`src/rtl/rmw_io_trap_pkg.sv`:
```
package rmw_io_trap_pkg;

  typedef enum logic {
    SEQ_IDLE   = 1'b0,
    SEQ_SECOND = 1'b1
  } seq_state_e;

  // Memory shift/rotate/inc/dec: low bits 110, excluding STX/LDX rows (10x)
  function automatic logic is_rmw_opcode(input logic [7:0] op);
    return (op[2:0] == 3'b110) && (op[7:6] != 2'b10);
  endfunction

endpackage

```
`src/rtl/rmw_opcode_decoder.sv`:
```
module rmw_opcode_decoder
  import rmw_io_trap_pkg::*;
#(
  parameter int DATA_W = 8
) (
  input  logic [DATA_W-1:0] op_i,
  output logic              rmw_o
);
  localparam int OP_W = 8;

  logic [OP_W-1:0] op_byte;

  generate
    if (DATA_W >= OP_W) begin : g_wide
      assign op_byte = op_i[OP_W-1:0];
      if (DATA_W > OP_W) begin : g_unused
        logic unused_hi;
        assign unused_hi = ^op_i[DATA_W-1:OP_W];
      end
    end else begin : g_narrow
      assign op_byte = {{(OP_W-DATA_W){1'b0}}, op_i};
    end
  endgenerate

  assign rmw_o = is_rmw_opcode(op_byte);

endmodule

```
`src/rtl/trap_addr_match.sv`:
```
module trap_addr_match #(
  parameter int                       ADDR_W     = 16,
  parameter int                       N_TRAP     = 3,
  parameter logic [N_TRAP*ADDR_W-1:0] TRAP_ADDRS = '0
) (
  input  logic [ADDR_W-1:0] addr_i,
  output logic              hit_o
);
  logic [N_TRAP-1:0] hit_vec;

  for (genvar g = 0; g < N_TRAP; g++) begin : g_cmp
    assign hit_vec[g] = (addr_i == TRAP_ADDRS[g*ADDR_W +: ADDR_W]);
  end

  assign hit_o = |hit_vec;

endmodule

```
`src/rtl/rmw_replay_seq.sv`:
```
module rmw_replay_seq
  import rmw_io_trap_pkg::*;
#(
  parameter int DATA_W = 8
) (
  input  logic              clk_i,
  input  logic              rst_ni,
  input  logic              sync_i,
  input  logic              rw_i,
  input  logic              hit_i,
  input  logic              rmw_op_i,
  input  logic [DATA_W-1:0] rdata_i,
  input  logic [DATA_W-1:0] wdata_i,
  output logic [DATA_W-1:0] per_wdata_o,
  output logic              per_we_o,
  output logic              stall_o
);
  seq_state_e        state_q, state_d;
  logic              armed_q;
  logic              held_ok_q;
  logic [DATA_W-1:0] held_q;
  logic              capture;
  logic              inject;

  assign capture = !sync_i && rw_i && hit_i && armed_q && !held_ok_q;
  assign inject  = !sync_i && !rw_i && hit_i && armed_q && held_ok_q
                   && (state_q == SEQ_IDLE);

  always_comb begin
    state_d = state_q;
    unique case (state_q)
      SEQ_IDLE:   if (inject) state_d = SEQ_SECOND;
      SEQ_SECOND: state_d = SEQ_IDLE;
      default:    state_d = SEQ_IDLE;
    endcase
  end

  always_ff @(posedge clk_i or negedge rst_ni) begin
    if (!rst_ni) begin
      state_q   <= SEQ_IDLE;
      armed_q   <= 1'b0;
      held_ok_q <= 1'b0;
      held_q    <= '0;
    end else begin
      state_q <= state_d;
      if (sync_i) begin
        armed_q   <= rmw_op_i;
        held_ok_q <= 1'b0;
      end else if (capture) begin
        held_q    <= rdata_i;
        held_ok_q <= 1'b1;
      end else if (state_q == SEQ_SECOND) begin
        held_ok_q <= 1'b0; // one replay per instruction
      end
    end
  end

  assign stall_o     = inject;
  assign per_we_o    = !rw_i;
  assign per_wdata_o = inject ? held_q : wdata_i;

endmodule

```
`src/rtl/rmw_io_trap.sv`:
```
module rmw_io_trap
  import rmw_io_trap_pkg::*;
#(
  parameter int                       ADDR_W     = 16,
  parameter int                       DATA_W     = 8,
  parameter int                       N_TRAP     = 3,
  parameter logic [N_TRAP*ADDR_W-1:0] TRAP_ADDRS = {16'hDD0D, 16'hDC0D, 16'hD019}
) (
  input  logic              clk_i,
  input  logic              rst_ni,
  input  logic [ADDR_W-1:0] cpu_addr_i,
  input  logic [DATA_W-1:0] cpu_wdata_i,
  input  logic              cpu_rw_i,
  input  logic              cpu_sync_i,
  input  logic [DATA_W-1:0] bus_rdata_i,
  output logic [ADDR_W-1:0] per_addr_o,
  output logic [DATA_W-1:0] per_wdata_o,
  output logic              per_we_o,
  output logic              cpu_stall_o
);
  logic hit;
  logic rmw_op;

  rmw_opcode_decoder #(.DATA_W(DATA_W)) u_dec (
    .op_i  (bus_rdata_i),
    .rmw_o (rmw_op)
  );

  trap_addr_match #(
    .ADDR_W     (ADDR_W),
    .N_TRAP     (N_TRAP),
    .TRAP_ADDRS (TRAP_ADDRS)
  ) u_match (
    .addr_i (cpu_addr_i),
    .hit_o  (hit)
  );

  rmw_replay_seq #(.DATA_W(DATA_W)) u_seq (
    .clk_i       (clk_i),
    .rst_ni      (rst_ni),
    .sync_i      (cpu_sync_i),
    .rw_i        (cpu_rw_i),
    .hit_i       (hit),
    .rmw_op_i    (rmw_op),
    .rdata_i     (bus_rdata_i),
    .wdata_i     (cpu_wdata_i),
    .per_wdata_o (per_wdata_o),
    .per_we_o    (per_we_o),
    .stall_o     (cpu_stall_o)
  );

  assign per_addr_o = cpu_addr_i;

endmodule

```
`config.mk`:
```
export PLATFORM = sky130hd
export DESIGN_NAME = rmw_io_trap
export DESIGN_NICKNAME = d
export VERILOG_FILES = /design/src/rtl/rmw_io_trap_pkg.sv /design/src/rtl/rmw_opcode_decoder.sv /design/src/rtl/trap_addr_match.sv /design/src/rtl/rmw_replay_seq.sv /design/src/rtl/rmw_io_trap.sv
export SDC_FILE = /design/constraint.sdc
export NUM_CORES = 1
export LEC_CHECK = 0
export BUFFER_PORTS_ARGS = -buffer_cell sky130_fd_sc_hd__buf_2
export CORE_UTILIZATION = 38
export CTS_BUF_LIST = sky130_fd_sc_hd__clkbuf_4 sky130_fd_sc_hd__clkbuf_8 sky130_fd_sc_hd__clkbuf_16
export DETAILED_ROUTE_END_ITERATION = 16
export PLACE_DENSITY = 0.78
export SETUP_SLACK_MARGIN = 0.1
export SLEW_MARGIN = 15
export SYNTH_ARGS = -nofsm -noshare
export SYNTH_HDL_FRONTEND = slang
export SYNTH_SLANG_ARGS = --single-unit
```
`constraint.sdc`:
```
create_clock -name clk_i -period 4 [get_ports clk_i]
set_input_delay 1.2 -clock clk_i [delete_from_list [all_inputs] [get_ports clk_i]]
set_output_delay 1.2 -clock clk_i [all_outputs]
set_load 0.01 [all_outputs]
```
== Yosys cells after proc, flatten, opt, wreduce, memory -nomap -nowiden ==
Index checks and enable logic that the tools add are counted.

* Input bits: 36
* Flip-flop bits (word level): 11
* Output and inout port bits: 26
* Word-level logic and storage cells: 33

* Multiplexer cells: 6
* Bitwise operators: 2
* Reductions and logical operators: 16
* Eq/ne operators: 5

{| class="wikitable"
|+ Operator list
! cell !! count
|-
| == test 16 bit (second input constant) || 3
|-
| logical AND 1 bit || 10
|-
| 2-to-1 mux 8 bit || 1
|-
| 2-to-1 mux 1 bit || 4
|-
| == test 3 bit (second input constant) || 1
|-
| logical NOT 1 bit || 3
|-
| nonzero test 3 bit || 1
|-
| OR reduction 3 bit || 1
|-
| inequality test 2 bit (second input constant) || 1
|-
| inverter 1 bit || 2
|-
| one-hot mux 1 bit (2 select lines) || 1
|-
| AND reduction 2 bit || 1
|}

== Longest topological paths before layout ==
* Depth in word-level cells: 8
* Mapped depth: 4
* Gate-level depth less buffers: 4

== By module ==
A second synthesis with hierarchy kept.

* Cell total of the unflattened synthesis: 65
* Area, all modules: 787.0 um^2

{| class="wikitable"
|+ By module, submodules not included
! module !! cells each !! instances !! seq. area each (um^2) !! area an instance (um^2)
|-
| rmw_replay_seq || 36 || 1 || 275.3 || 565.5
|-
| rmw_io_trap || 16 || 1 || 0.0 || 120.1
|-
| trap_addr_match || 10 || 1 || 0.0 || 73.8
|-
| rmw_opcode_decoder || 3 || 1 || 0.0 || 27.5
|}

== Worst setup path before layout ==
Ideal clock, no wire load.

* Path type: input port to output port
* Start point: in cpu_addr_i[4]
* End point: out per_wdata_o[0]
* Data arrival time: 2430 ps
* Buffers on the path: 0
* Slack: 370 ps
* Stages on the path: 4
* Required time: 2800 ps
* Cell sequence: nor3b_1 -> nand4_2 -> a211oi_4 -> mux2_2

* Cells in the longest elaborated chain, start to end: 7
* Elaborated cells between the ends (all ways): 9
* Classes of those cells: 3 x eq/ne; 1 x mux; 5 x reduce/logical

{| class="wikitable"
|+ Ends and longest elaborated chain
! element !! line !! text
|-
| start: declaration || rmw_io_trap.sv:11 || <nowiki>input logic [ADDR_W-1:0] cpu_addr_i,</nowiki>
|-
| == test 16 bit || trap_addr_match.sv:12 || <nowiki>assign hit_vec[g] = (addr_i == TRAP_ADDRS[g*ADDR_W +: ADDR_W]);</nowiki>
|-
| OR reduction 3 bit * || trap_addr_match.sv:15 || <nowiki>assign hit_o = |hit_vec;</nowiki>
|-
| logical AND 1 bit * (3 in a row) || rmw_replay_seq.sv:26 || <nowiki>assign inject = !sync_i && !rw_i && hit_i && armed_q && held_ok_q</nowiki>
|-
| logical AND 1 bit * || rmw_replay_seq.sv:27 || <nowiki>&& (state_q == SEQ_IDLE);</nowiki>
|-
| 2-to-1 mux 8 bit * || rmw_replay_seq.sv:60 || <nowiki>assign per_wdata_o = inject ? held_q : wdata_i;</nowiki>
|-
| end: declaration || rmw_io_trap.sv:17 || <nowiki>output logic [DATA_W-1:0] per_wdata_o,</nowiki>
|}

Mark *: on every way between the ends. The rest lies on a longest branch, timed or not.

== Final worst setup path ==
Ends and elaborated chain as after synthesis.

==> impl_metrics.tcl <==
set metrics [dict create \
    drt_iter0_drc 3 \
    min_period_over_period_pct 95.7 \
    drt-pass1-iter-count 2 \
    crit_fanout 8 \
    holdBufCountCts 0 \
    dp_hpwl_um 1410 \
    grt_pass1_vias 605 \
    die_x_um 47.4 \
    start_util_pct 40.4 \
    skew_ns 0.00118 \
    synth-seq-cells 11 \
    grt-ovfl-total 0 \
    diodes 0 \
    path_delay_family "simple AND/OR/NAND/NOR gates" \
    rsz0062_at_grt "no" \
    synthesis.area_um2 785 \
    grt_pass1_wl_um 2420 \
    cts_num_sinks 11 \
    place_inst 140 \
    fmax_mhz 261 \
    syn-num-nets 102 \
    worst-path-buf-inv 3 \
    pre_cts_ws_ns 0.0363 \
    grt_max_degree 12 \
    cts-root-buf "clkbuf_4" \
    clkSlewWorstSetupHoldPaths_ns 0.07 \
    fin_nets 157 \
    postSynthAreaPerCell_um2 11.9 \
    ys.flop_type "dfrtp_1" \
    clk_latency_ns 0.26 \
    final_cell_area_mm2 0.00109 \
    power_uw 246 \
    slew_viol_final 0 \
    area_delta_synth_final_pct 38.8 \
    synth-edff-count 0 \
    ys_async_sr_fraction_pct 100 \
    io_pins 62 \
    dr_total_vias 669 \
    gp_routability_congestion 0.628 \
    synth_warnings 0 \
    die_height_um 47.4 \
    hold_viol 0 \
    cp.arrival_ns 2.63 \
    setup_tns_ns 0 \
    relSlewSlack_pct 65.7 \
    cp-start-kind "input port" \
    path_cells "buf_2 > nor3b_1 > nand4_2 > a211oi_4 > buf_12 > mux2_2 > buf_2" \
    vias_per_cell 4.55 \
    ant_nets 0 \
    drive_gt1_share_pct 78.3 \
    yosys.area.top_type "dfrtp_1" \
    rr_startpoint "u_seq.armed_q$_DFFE_PN0P_" \
    setup.worst_path.start "cpu_addr_i[4]" \
    ys_seq_area_share_pct 35.1 \
    fin_ws_ns 0.172 \
    powerDensity_mw_per_mm2 226 \
    cp-end-kind "primary output" \
    synth_top_area_share_pct 35.1 \
    cts_buffers 3 \
    stdcell_count 147 \
    synth_cells 66 \
    antenna_found_initial 0 \
    cts_tree "yes" \
    drcViolationCount 0 \
    die-area_mm2 0.00225 \
    synth_area_leaders "dfrtp_1 (35%), mux2_2 (23%), buf_4 (15%)" \
    clock_tree.buffer_depth 2 \
    drv_cap 0 \
    rrSetupSlack_ns 2.04 \
    period_minus_slack_ns 3.83 \
    worstHoldPathType "flip-flop to flip-flop" \
    port_buffers 61 \
    critPathKind "input port to primary output" \
    post_dp_cell_area_mm2 0.00102 \
    core_mm2 0.00194 \
    status "completed" \
    post_drt_wl_per_cell_um 11.1 \
    crit_slowest_cell "mux2_2" \
    cp_common_cell "buf_2" \
    peakVddDrop_mv 0.166 \
    hold_start "u_seq.held_q[2]$_DFFE_PN0P_" \
    required_ns 2.80 \
    leakage_uw 0.000564 \
    h-tree-depth 1 \
    core.rowCount 16 \
    finalSetupViolCount 0 \
    max_stage_delay_ns 0.33 \
    max_slew.worst_pin.slew_ns 0.513 \
    wl_um 1630 \
    synthDistinctLibCells 22 \
    grt_util_all_layers_pct 15.8 \
]
==> placed cells by master (no fill, tap or decap), drive strengths merged <==
cell / synthesis / routed
or3b: 1 / 1
nand2: 1 / 1
and4bb: 1 / 1
nand4b: 1 / 1
o22ai: 1 / 1
a211oi: 2 / 2
mux2: 16 / 16
or2: 1 / 1
a21oi: 1 / 1
clkbuf: 0 / 4
or3: 1 / 1
nor3: 1 / 1
dfrtp: 11 / 11
nor3b: 3 / 3
buf: 16 / 66
inv: 2 / 2
nand4: 1 / 1
nand3: 2 / 2
nor2b: 1 / 1
nor4b: 2 / 2
and4b: 1 / 1
==> worst reg2reg max path, cell delays in order (launching register included) <==
cell      delay (ns)
dfrtp_1         0.34
and4b_1         0.24
nand3_2         0.12
buf_4           0.16
buf_4           0.13
a211oi_4        0.47
mux2_2          0.40
==> Yosys cell counts, types with 2 or more instances <==
master / number
nor3b_1: 3
buf_4: 16
dfrtp_1: 11
inv_1: 2
mux2_2: 16
a211oi_4: 2
==> sequential cells by signal, indices dropped and copies added, names as in the netlist <==
register and flops:
u_seq.held_q 8, u_seq.armed_q 1, u_seq.held_ok_q 1, u_seq.state_q 1
==> path summary, 6_finish.rpt <==
path,to,depth (start not counted)
worst min register to register,u_seq.held_q[2]$_DFFE_PN0P_,1
worst max register to register,u_seq.held_q[0]$_DFFE_PN0P_,6
worst min-delay path,u_seq.held_q[2]$_DFFE_PN0P_,1
min in group asynchronous,u_seq.armed_q$_DFFE_PN0P_,1
max in group asynchronous,u_seq.held_q[5]$_DFFE_PN0P_,1
worst max-delay path,per_wdata_o[0],7
==> per-stage QoR <==
step / hold WS [ns] / utilization, %
after floorplan: 0.475 / -
after global placement: 0.484 / 52.4
after detailed placement: 0.494 / 52.4
after CTS: 0.511 / 55.4
after global routing: 0.526 / 56.1
final: 0.505 / 56.1
==> power breakdown <==
| part | internal (uW) | total, uW | leakage (uW) | switching [uW] |
|---|---|---|---|---|
| clock network | 45.4 | 81.5 | 0.0000184 | 36.1 |
| registers | 112 | 112 | 0.000153 | 0.202 |
| logic | 27.5 | 52.7 | 0.000392 | 25.2 |
==> cells by family after synthesis <==
group	count (synthesis)	share of synthesized area, %
muxes	16	23.0
and+or+nand+nor	17	19.1
buffers and inverters	18	16.3
DFF	11	35.1
AOI/OAI and AO/OA	4	6.54
==> per-layer routing <==
metal	routed length [um]	GRT usage, %	part of all wire [%]	up-vias
met2	838	26.8	52	34
met5	0	0	0	-
met4	18	5.14	1.1	0
li1	-	-	-	331
met1	632	19.3	39	302
met3	135	4.53	8.3	2
==> area by class of cell <==
type	count	area [um2]
fill	184	853
multi-input combinational	37	387
timing repair buffer	66	355
sequential	11	275
tap	27	33.8
clock buffer	4	30.0
inverter	2	7.51
==> timing repair <==
| action | CTS | global route |
|---|---|---|
| resized for setup | 0 | 1 |
| setup buffers | 2 | 1 |
| pin swaps | 2 | 2 |
| endpoints found under the setup margin | 8 | 8 |
No activity file was read; power rests on OpenSTA's default activity.
